[config.mk]
export PLATFORM = sky130hd
export DESIGN_NAME = boot_write_filter
export DESIGN_NICKNAME = d
export VERILOG_FILES = /design/src/rtl/bootfilt_pkg.sv /design/src/rtl/boot_lock_reg.sv /design/src/rtl/boot_region_decode.sv /design/src/rtl/write_qualify.sv /design/src/rtl/bit_clear_merge.sv /design/src/rtl/boot_write_filter.sv
export SDC_FILE = /design/constraint.sdc
export NUM_CORES = 1
export LEC_CHECK = 0
export ABC_AREA = 1
export BUFFER_PORTS_ARGS = -buffer_cell sky130_fd_sc_hd__buf_2
export CORE_MARGIN = 8
export CORE_UTILIZATION = 39
export DETAILED_ROUTE_END_ITERATION = 10
export GPL_TIMING_DRIVEN = 0
export PLACE_DENSITY_LB_ADDON = 0.12
export SYNTH_ARGS = -nofsm -noshare
export SYNTH_HDL_FRONTEND = slang
export SYNTH_SLANG_ARGS = --single-unit
[constraint.sdc]
create_clock -name clk -period 0.8 [get_ports clk]
set_input_delay 0.04 -clock clk [delete_from_list [all_inputs] [get_ports clk]]
set_output_delay 0.04 -clock clk [all_outputs]
set_load 0.02 [all_outputs]
[src/rtl/bootfilt_pkg.sv]
package bootfilt_pkg;

  typedef enum logic {
    OP_PROGRAM = 1'b0,
    OP_ERASE   = 1'b1
  } wop_e;

  typedef struct packed {
    logic pass;
    logic reject;
  } verdict_t;

  function automatic verdict_t judge(input logic qual, input logic guarded, input wop_e op);
    verdict_t v;
    v.pass   = qual && !guarded;
    v.reject = qual && guarded && (op == OP_PROGRAM);
    return v;
  endfunction

endpackage

[src/rtl/boot_lock_reg.sv]
module boot_lock_reg (
  input  logic clk,
  input  logic rst,
  input  logic lock_set,
  output logic locked
);

  always_ff @(posedge clk) begin
    if (rst)           locked <= 1'b0;
    else if (lock_set) locked <= 1'b1;
  end

  // the lock never drops without reset
  a_r2_lock_sticky: assert property (@(posedge clk) disable iff (rst) locked |=> locked);
  a_r2_lock_takes: assert property (@(posedge clk) disable iff (rst) lock_set |=> locked);

endmodule

[src/rtl/boot_region_decode.sv]
module boot_region_decode #(
  parameter int ADDR_W      = 20,
  parameter int BOOT_BYTES  = 16384,
  parameter bit BOOT_AT_TOP = 1'b0
) (
  input  logic [ADDR_W-1:0] addr,
  output logic              in_boot
);

  localparam int BOOT_W = $clog2(BOOT_BYTES);

  generate
    if (BOOT_AT_TOP) begin : g_top
      assign in_boot = &addr[ADDR_W-1:BOOT_W];
    end else begin : g_bottom
      assign in_boot = ~|addr[ADDR_W-1:BOOT_W];
    end
  endgenerate

endmodule

[src/rtl/write_qualify.sv]
module write_qualify (
  input  logic req_valid,
  input  logic bus_ce_n,
  input  logic bus_oe_n,
  input  logic bus_we_n,
  input  logic supply_ok,
  output logic qual
);

  logic bus_write;

  always_comb begin
    bus_write = !bus_ce_n && bus_oe_n && !bus_we_n;
    qual      = req_valid && bus_write && supply_ok;
  end

endmodule

[src/rtl/bit_clear_merge.sv]
module bit_clear_merge
  import bootfilt_pkg::*;
#(
  parameter int DATA_W = 8
) (
  input  wop_e              op,
  input  logic [DATA_W-1:0] cell_data,
  input  logic [DATA_W-1:0] new_data,
  output logic [DATA_W-1:0] merged
);

  always_comb begin
    if (op == OP_ERASE) merged = '1;
    else                merged = cell_data & new_data;
  end

endmodule

[src/rtl/boot_write_filter.sv]
module boot_write_filter
  import bootfilt_pkg::*;
#(
  parameter int ADDR_W      = 20,
  parameter int DATA_W      = 8,
  parameter int BOOT_BYTES  = 16384,
  parameter bit BOOT_AT_TOP = 1'b0
) (
  input  logic              clk,
  input  logic              rst,
  input  logic              req_valid,
  input  logic              req_erase,
  input  logic [ADDR_W-1:0] req_addr,
  input  logic [DATA_W-1:0] req_data,
  input  logic [DATA_W-1:0] cell_data,
  input  logic              bus_ce_n,
  input  logic              bus_oe_n,
  input  logic              bus_we_n,
  input  logic              lock_set,
  input  logic              prot_override,
  input  logic              supply_ok,
  output logic              wr_en,
  output logic [ADDR_W-1:0] wr_addr,
  output logic [DATA_W-1:0] wr_data,
  output logic              wr_reject
);

  logic              locked;
  logic              in_boot;
  logic              qual;
  logic              guarded;
  logic [DATA_W-1:0] merged;
  wop_e              op;
  verdict_t          verdict;

  assign op = wop_e'(req_erase);

  boot_lock_reg u_lock (
    .clk      (clk),
    .rst      (rst),
    .lock_set (lock_set),
    .locked   (locked)
  );

  boot_region_decode #(
    .ADDR_W      (ADDR_W),
    .BOOT_BYTES  (BOOT_BYTES),
    .BOOT_AT_TOP (BOOT_AT_TOP)
  ) u_region (
    .addr    (req_addr),
    .in_boot (in_boot)
  );

  write_qualify u_qual (
    .req_valid (req_valid),
    .bus_ce_n  (bus_ce_n),
    .bus_oe_n  (bus_oe_n),
    .bus_we_n  (bus_we_n),
    .supply_ok (supply_ok),
    .qual      (qual)
  );

  bit_clear_merge #(
    .DATA_W (DATA_W)
  ) u_merge (
    .op        (op),
    .cell_data (cell_data),
    .new_data  (req_data),
    .merged    (merged)
  );

  always_comb begin
    guarded = locked && !prot_override && in_boot;
    verdict = judge(qual, guarded, op);
  end

  always_ff @(posedge clk) begin
    if (rst) begin
      wr_en     <= 1'b0;
      wr_reject <= 1'b0;
      wr_addr   <= '0;
      wr_data   <= '0;
    end else begin
      wr_en     <= verdict.pass;
      wr_reject <= verdict.reject;
      if (qual) begin
        wr_addr <= req_addr;
        wr_data <= merged;
      end
    end
  end

  // a refused program never writes
  a_r4_reject_excl: assert property (@(posedge clk) disable iff (rst) wr_reject |-> !wr_en);
  // low supply blocks everything
  a_r8_supply_gate: assert property (@(posedge clk) disable iff (rst)
    !supply_ok |=> (!wr_en && !wr_reject));
  // only a proper bus write cycle counts
  a_r9_bus_gate: assert property (@(posedge clk) disable iff (rst)
    (bus_ce_n || !bus_oe_n || bus_we_n) |=> (!wr_en && !wr_reject));
  // override never produces a refusal
  a_r5_override_pass: assert property (@(posedge clk) disable iff (rst)
    (qual && prot_override) |=> (wr_en && !wr_reject));
  // an erase writes all ones or nothing, never a refusal
  a_r6_erase_fill: assert property (@(posedge clk) disable iff (rst)
    (qual && req_erase) |=> (!wr_reject && (!wr_en || wr_data == '1)));
  // programs never raise a bit above the old cell
  a_r7_clear_only: assert property (@(posedge clk) disable iff (rst)
    (qual && !req_erase) |=> (!wr_en || ((wr_data & ~$past(cell_data)) == '0)));
  // unprotected qualified requests are always written
  a_r10_open_write: assert property (@(posedge clk) disable iff (rst)
    (qual && !in_boot) |=> (wr_en && wr_addr == $past(req_addr)));

endmodule

# After elaboration in Yosys (flattened, before gate mapping)
# Index checks and enable logic that the tools add are counted.
# Widths: inputs -> output; s select.
[word_totals] ff_bits=31 latch_bits=0 ram_bits=0 rom_bits=0 input_bits=46 output_inout_bits=30 n_memories=0
[classes] addsub=0 n_mul=0 div=0 order_cmp=0 n_eq_ne=0 shifts=0 mux=1 bitwise_logic=2 reduce_logical=15
[op_table] operator="$logic_and 1x1->1" count=9
[op_table] operator="$and 8x8->8" count=1
[op_table] operator="$mux 8" count=1
[op_table] operator="$reduce_or 6->1" count=1
[op_table] operator="$logic_not 1->1" count=5
[op_table] operator="$not 1->1" count=1

# Depth between registers and ports, before layout
# Gate-level depths: netlist of run 1.
[logic_depth] depth_word=7 ltp_mapped=8 mapped_depth_nobuf=6

# Cells and area by module
# From an unflattened synthesis of run 1, not the netlist that was laid out.
[hier_totals] cells_unflattened=219 area_unflattened_um2=1357.6
[by_module_without_submodules] mod="boot_write_filter" instances=1 cells_each=189 area_each_um2=1217.4 seq_area_each_um2=600.6
[by_module_without_submodules] mod="bit_clear_merge" instances=1 cells_each=17 area_each_um2=63.8 seq_area_each_um2=0.0
[by_module_without_submodules] mod="boot_lock_reg" instances=1 cells_each=3 area_each_um2=27.5 seq_area_each_um2=20.0
[by_module_without_submodules] mod="write_qualify" instances=1 cells_each=5 area_each_um2=27.5 seq_area_each_um2=0.0
[by_module_without_submodules] mod="boot_region_decode" instances=1 cells_each=5 area_each_um2=21.3 seq_area_each_um2=0.0

# Worst setup path before layout of run 1
# Ideal clock, no wire load.
[synth_path] path_type="input -> register" from="in bus_we_n" to="reg wr_addr[16]" setup_ps=113 arrival_time_ps=655 required_time_ps=687 setup_slack_ps=32 cell_stages=8 n_path_buf=2 path_cell_list="inv_1 nand3_1 nor2_2 buf_6 buf_6 nand2_1 nand2_1 nor2_1"
[synth_between] elab_chain_cells=4
[synth_lines] element="start: declaration" line_no="boot_write_filter.sv:18" text="input logic bus_we_n,"
[synth_lines] element="$logic_not 1->1" line_no="write_qualify.sv:13" text="bus_write = !bus_ce_n && bus_oe_n && !bus_we_n;"
[synth_lines] element="$logic_and 1x1->1" line_no="write_qualify.sv:13"
[synth_lines] element="$logic_and 1x1->1 (2 in a row)" line_no="write_qualify.sv:14" text="qual = req_valid && bus_write && supply_ok;"
[synth_lines] element="end signal: assignment" line_no="boot_write_filter.sv:87" text="wr_addr <= req_addr;"
[synth_lines] element="end: declaration" line_no="boot_write_filter.sv:23" text="output logic [ADDR_W-1:0] wr_addr,"
# Every way passes these cells.
# A chain may end at the register's enable or synchronous reset.

# Worst setup path after layout of run 1
[layout_path] from="reg wr_addr[19]" to="out wr_addr[19]"
# No word-level cell between the ends.

==> results by group, run 1 <==
Timing
  – Max transition margin: a little under three quarters
  – Final Skew: 0.004190 ns
  – Max Slew Vio Count: 0
  – Final hold violations: 0
  – Least-Margin Pin Slew: 0.4338 ns
  – Achievable frequency: ~1200 MHz
  – Worst setup margin: -0.04545 ns
  – RSZ-0062 raised after global routing: true
  – Fin crit period: approximately 0.85 ns
  – Tcrit/Tclk final: 105.7%
  – Final setup vio count: 30
  – Hold Worst Slack: 0.01081 ns

Worst setup path
  – WP buf/inv: 1
  – CP delay by family, top: flip-flops
  – CP Class: flop to output port
  – Worst Setup SP: wr_addr[19]
  – CP Capture Type: output port
  – Cell count along the critical path: 1
  – CP arrival: 0.81 ns
  – Crit start category: flop
  – Reg-to-reg slack, setup: 0.01 ns
  – Crit path cell chain: buf_6
  – Worst path max stage delay: 0.36 ns
  – CP max-delay cell: dfxtp_2
  – Reg-to-Reg Start: wr_addr[14]
  – Worst path required time: 0.76 ns
  – R2r endpoint: wr_addr[14]
  – Worst-path fanout max: 2
  – R2R cell count: 4

Drt
  – WL final: just under 4000 um
  – Initial drt markers: just over 70
  – DR vias: 1,453
  – TritonRoute pass-1 iters: 2
  – Routed vias/inst: 4.175
  – Detail Route Antenna Nets: 0
  – Avg WL per Cell: 11.28 um
  – DRC: 0

Pwr
  – Net Sw Frac: 23.48%
  – Cell-internal power: 2.584 mW
  – Worst ir drop on vdd: 1.254 mV
  – Power density over the cells: 1496 mW/mm^2
  – Post-layout power: 3.377 mW
  – Clk pwr share: 38.4%
  – Net switching power figure: 0.7929 mW
  – Seq pwr share: 47.5%
  – Pleak: ~1.2 nW
  – Comb pwr share: 14.0%

Logic synthesis
  – Largest family of logic cells by synthesized area: simple AND/OR/NAND/NOR gates
  – Post-Synth Adder-Cell Area: 0%
  – Post-synthesis sequential area ratio: about 47%
  – Number of synthesized flops with an enable pin: 0
  – Share of the synthesized area in the top cell type: 47.24%
  – Syn_area_per_cell: 6.602 sq um
  – Synth warn: 0
  – Synth cell count leaders: 61 x nand2_1, 61 x nor2_1, 31 x dfxtp_1
  – Xor/xnor cell area share of the yosys netlist: 0%
  – Leading area contributor after synthesis: dfxtp_1
  – Synth Flop Type: dfxtp_1
  – Mux share of post-synthesis cell area: 0%
  – Distinct cells, synth: 14
  – Post-Syn Instances: 199
  – Mapped cell area: 0.001314 sq mm
  – Seq cells post-synth: 31
  – Top cells by area, synth: dfxtp_1 47%, nand2_1 17%, nor2_1 17%
  – Ys async rst share: 0%
  – Syn_nets: 245
  – Post-synthesis compound-gate area fraction: 3.429%
  – Simple-gate share of the synthesized area: 36.76%

Final layout
  – Area delta synth->final: 71.81%
  – Fin area: about 0.0023 sq mm
  – Sequential Area: between 600 and 700 sq um
  – # fillers: ~290
  – Nets: 347
  – Layout cell share with drive strength beyond 1: a little over two fifths
  – Multi-input logic area: 530.5 sq um
  – Inserted Diodes: 0

Clock network
  – CTS tree: yes
  – Clock buffer depth: 2
  – H-Tree Depth: 2
  – Number of buffers inserted during clock tree synthesis: 5
  – Clock sinks: 31
  – Clk root buf: clkbuf_4
  – Clock latency on the worst-skew pair: 0.33 ns
  – Clock-pin slew on the worst setup and hold paths: roughly 0.1 ns

GRT
  – Met3 Usage GRT: 6.199%
  – Met2 track demand over resource: 26.76%
  – GRT Overall Usage: 14.91%
  – Initial antenna violation count: 0
  – First-pass GRT wire length: between 6000 and 7000 um
  – GRT Residual Overflow: 0
  – Vias in the first global route: 1,451
  – GR Util met1: 14.47%
  – Top Usage Layer GRT: met2
  – Largest net degree at the start of global routing: 11

Worst hold path
  – Hold Path End: wr_addr[19]
  – Hold_sp: req_addr[19]
  – WHS Path Cells: 5
  – Hold/Removal Path Class: input pin to flop

Place
  – GPL Wtd Cong: 0.6814
  – Port-buffer cells: 74
  – DP Area: ~0.0017 sq mm
  – Hpwl dp: 2596 um

Run
  – Max-Cap Viols: 0

Die
  – Initial Utilization: between 30% and 40%
  – Core area: 0.003284 sq mm
  – Full die area: between 0.005 and 0.006 sq mm
  – Site Rows: 21
  – IO Count: between 70 and 80
  – Die width: roughly 74 um
  – Die Y: 74.04 um

Run status
  – Status: complete, but fails checks
  – Violated checks: negative setup slack
==> power groups by stage <==
| stage | Clock, mW | Sequential [mW] | Combinational [mW] |
|---|---|---|---|
| 2_1_floorplan | 0 | 1.67 | 0.162 |
| 3_3_place_gp | 0 | 1.63 | 0.363 |
| 3_5_place_dp | 0 | 1.63 | 0.365 |
| 4_1_cts | 1.33 | 1.60 | 0.466 |
| 5_1_grt | 1.40 | 1.61 | 0.534 |
| 6_report | 1.30 | 1.61 | 0.474 |
==> sequential cells by signal, summed over array words and instances (netlist names) <==
register and count:
u_lock.locked 1, wr_data 8, wr_en 1, wr_reject 1, wr_addr 20
==> metrics by stage <==
step / cells / worst slack (ns) / setup TNS [ns] / utilization (%)
2_1_floorplan: 199 / 0.03250 / 0 / -
3_3_place_gp: 319 / -0.1654 / -2.919 / 53.03
3_5_place_dp: 319 / -0.1825 / -3.449 / 53.03
4_1_cts: 345 / -0.05389 / -1.299 / 67.92
5_1_grt: 348 / -0.08907 / -2.048 / 68.72
6_report: 348 / -0.04545 / -0.8589 / 68.72
==> placed cells by master (no fill, tap or decap), drive strengths merged <==
| cell | n |
|---|---|
| nand3b | 1 |
| a21oi | 9 |
| dlygate4sd3 | 17 |
| nand2 | 61 |
| or2 | 1 |
| buf | 86 |
| clkinv | 1 |
| nor2 | 62 |
| clkbuf | 8 |
| bufinv | 1 |
| nand3 | 1 |
| inv | 23 |
| dfxtp | 31 |
==> per-layer routing <==
metal	routed length (um)	vias to the layer above
met1	1549	616
met4	75	0
met3	367	9
met2	1933	44
met5	0	-
li1	-	784
==> how the worst max path moves through the flow <==
| stage | endpoint | slack (ns) |
|---|---|---|
| 6_report | wr_addr[19] | -0.05 |
| 5_1_grt | wr_addr[14] | -0.09 |
| 4_1_cts | wr_addr[19] | -0.05 |
| 3_5_place_dp | wr_addr[16] | -0.18 |
| 3_3_place_gp | wr_addr[16] | -0.17 |
| 2_1_floorplan | wr_addr[16] | 0.03 |
==> cells by family after synthesis <==
family	count (synthesis)
simple gates	126
buf+inv	33
flops	31
compound gates	9
==> cell type report <==
class                           count  area share [%]
Multi-Input combinational cell    135           23.50
Buffer                             10           3.492
Tap cell                           46           2.550
Sequential cell                    31           29.21
Inverter                           23           3.825
Clock buffer                        6           2.273
Clock inverter                      2           1.552
Timing Repair Buffer               95           33.59
==> worst reg2reg max path, cell delays in order (launching register included) <==
cell and delay [ns]:
dfxtp_2 0.34, buf_4 0.12, buf_4 0.12, nor2_1 0.07, nor2_1 0.04
==> repair_timing <==
item / in CTS / in global routing
endpoints found under the hold margin: 16 / 0
hold buffers: 17 / 0
gates resized for setup: 90 / 2
setup endpoints to repair: 30 / 32
pin swaps: 0 / 2
gates cloned: 0 / 0
setup buffers: 1 / 3
Note: power is estimated with default switching activity, not from simulation.
==> inputs of run 2 (changes only) <==
==> constraint.sdc (replaced) <==
create_clock -name clk -period 0.8 [get_ports clk]
set_input_delay 0.04 -clock clk [delete_from_list [all_inputs] [get_ports clk]]
set_output_delay 0.04 -clock clk [all_outputs]
set_load 0.1 [all_outputs]
==> run 2 against run 1 <==
The flow still finishes with violations (negative setup slack). Setup slack lost 0.054 ns. Register-to-register slack gained 0.06 ns. Global-route usage shrank 0.35 points. Sequential share of layout area grew 0.58 points. Fmax shrank 6.1%. First-iteration DRC count shrank 13%. Non-clock buffer count shrank 12. Flip-flop and latch count is the same. Combinational power grew 45%. Power shrank 9.2%. Via count shrank 3.0%. Largest cell class unchanged.
==> results by group, run 2 (synthesis gave the netlist of run 1 again) <==
Run status
  – Status: complete, but fails checks
  – Violated checks: negative setup slack

Drt
  – Routed vias/inst: 4.196
  – Detail Route Antenna Nets: 0
  – DR vias: 1,410
  – DRC: 0
  – WL final: 3882 um
  – Avg WL per Cell: 11.55 um
  – TritonRoute pass-1 iters: 4
  – Initial drt markers: 62

Pwr
  – Power density over the cells: 1256 mW/mm^2
  – Pleak: ~1.1 nW
  – Comb pwr share: 22.4%
  – Cell-internal power: between 2 and 2.5 mW
  – Seq pwr share: between 50 and 60%
  – Worst ir drop on vdd: roughly 0.86 mV
  – Clk pwr share: 27.3%
  – Net switching power figure: 0.9146 mW
  – Post-layout power: 3.066 mW
  – Net Sw Frac: 29.83%

Die
  – Core area: 0.003284 sq mm
  – Initial Utilization: 40.00%
  – Die width: 74.04 um
  – Die Y: 74.04 um
  – Full die area: 0.005482 sq mm
  – IO Count: between 70 and 80
  – Site Rows: 21

Worst setup path
  – Worst path required time: around 0.76 ns
  – Crit path to: wr_data[1]
  – CP Capture Type: output port
  – Reg-to-reg slack, setup: 0.07 ns
  – Crit path cell chain: buf_12
  – Worst Setup SP: wr_data[1]
  – CP arrival: 0.86 ns
  – WP buf/inv: 1
  – R2r endpoint: wr_reject
  – CP delay by family, top: flip-flops
  – Crit start category: flop
  – Worst-path fanout max: 2
  – Cell count along the critical path: 1
  – Worst path max stage delay: 0.37 ns
  – R2R cell count: 4
  – Reg-to-Reg Start: u_lock.locked
  – CP max-delay cell: dfxtp_4
  – CP Class: flop to output port

Place
  – Placed cells: 319
  – Hpwl dp: approximately 2700 um
  – Port-buffer cells: 74
  – GPL Wtd Cong: 0.7391

Worst hold path
  – Hold/Removal Path Class: input pin to flop

GRT
  – GRT Overall Usage: 14.56%
  – GRT Residual Overflow: 0
  – Initial antenna violation count: 0
  – Vias in the first global route: 1,461
  – Largest net degree at the start of global routing: 11
  – First-pass GRT wire length: 6258 um

Clock network
  – Clock-pin slew on the worst setup and hold paths: about 0.090 ns
  – Clock buffer depth: 2
  – Clock sinks: 31
  – Clk root buf: clkbuf_4
  – H-Tree Depth: 2
  – Number of buffers inserted during clock tree synthesis: 5
  – Postcts setup bufs: 0
  – Clock latency on the worst-skew pair: 0.32 ns
  – CTS tree: yes

Run
  – Max-Cap Viols: 0

Final layout
  – Commonest cells after routing, fill and taps aside: 61 x nand2_1, 60 x nor2_1, 47 x buf_2
  – Inserted Diodes: 0
  – Area delta synth->final: 85.71%
  – Largest registers: wr_addr: 20 flops, wr_data: 8 flops
  – Most flop-heavy register: wr_addr
  – Layout cell share with drive strength beyond 1: 41.72%
  – Fin cells: 336
  – Max reg flops: 20
  – Nets: between 300 and 400
  – Commonest non-fill, non-tap cell in the layout: nand2_1
  – Util after Layout: between 70 and 80%

Timing
  – Max Slew Vio Count: 0
  – Achievable frequency: 1111 MHz
  – RSZ-0062 raised after global routing: true
  – Tcrit/Tclk final: 112.5%
  – Final hold violations: 0
  – Hold Worst Slack: about 0.014 ns
  – Fin crit period: 0.8999 ns
  – Max transition margin: 68.67%
  – Final Skew: 0.007838 ns
  – Final setup vio count: 30
  – Least-Margin Pin Slew: 0.4699 ns
  – Worst setup margin: -0.09994 ns
==> run 2: cell types whose count changed in the layout (fill, tap and decap cells not counted), sizes merged <==
cell,delta
dlygate4sd3,-8
bufinv,-1
buf,-4
clkbuf,+2
clkinv,-1
==> run 2: stage by stage <==
step	setup TNS (ns)	cell area (sq um)	worst slack, ns
floorplan	-0.09668	1419	-0.09668
global placement	-3.003	1847	-0.1669
detailed placement	-3.324	1847	-0.1719
global route	-3.704	2440	-0.1419
CTS	-3.140	2436	-0.1170
finish	-2.700	2440	-0.09994
==> run 2: power by group through the flow <==
stage                     clock, mW  sequential [mW]  combinational [mW]
after floorplan                   0             1.79               0.161
after global placement            0             1.56               0.549
after detailed placement          0             1.56               0.553
after CTS                     0.860             1.54               0.684
after global routing          0.932             1.55               0.741
final                         0.837             1.54               0.687
==> run 2: area by class of cell <==
class	instances	area, sq um
inverters	23	86.33
well taps	46	57.56
clock buffers	8	48.80
plain buffers	10	78.83
multi-input cells	135	530.5
repair buffers	83	910.9
fillers	271	844.6
flip-flops and latches	31	726.9
==> run 2: routing by layer <==
layer	up-vias	wire, um	GRT usage, %
li1	757	-	-
met1	602	1519	13.96
met2	49	1994	26.76
met3	2	353	6.469
met4	0	14	5.100
met5	-	0	0
==> run 2: repair_timing <==
item / 4_1_cts / 5_1_grt
gates resized for setup: 120 / 2
hold endpoints to repair: 8 / 0
hold buffers: 9 / 0
pin swaps: 0 / 1
endpoints found under the setup margin: 30 / 32
gates cloned: 0 / 0
==> run 2: worst min-delay path by stage <==
stage	from	cells past startpoint	to
floorplan	rst	1	u_lock.locked
global placement	rst	2	u_lock.locked
detailed placement	rst	2	u_lock.locked
CTS	req_addr[9]	5	wr_addr[9]
global route	req_addr[12]	5	wr_addr[12]
finish	req_addr[13]	5	wr_addr[13]
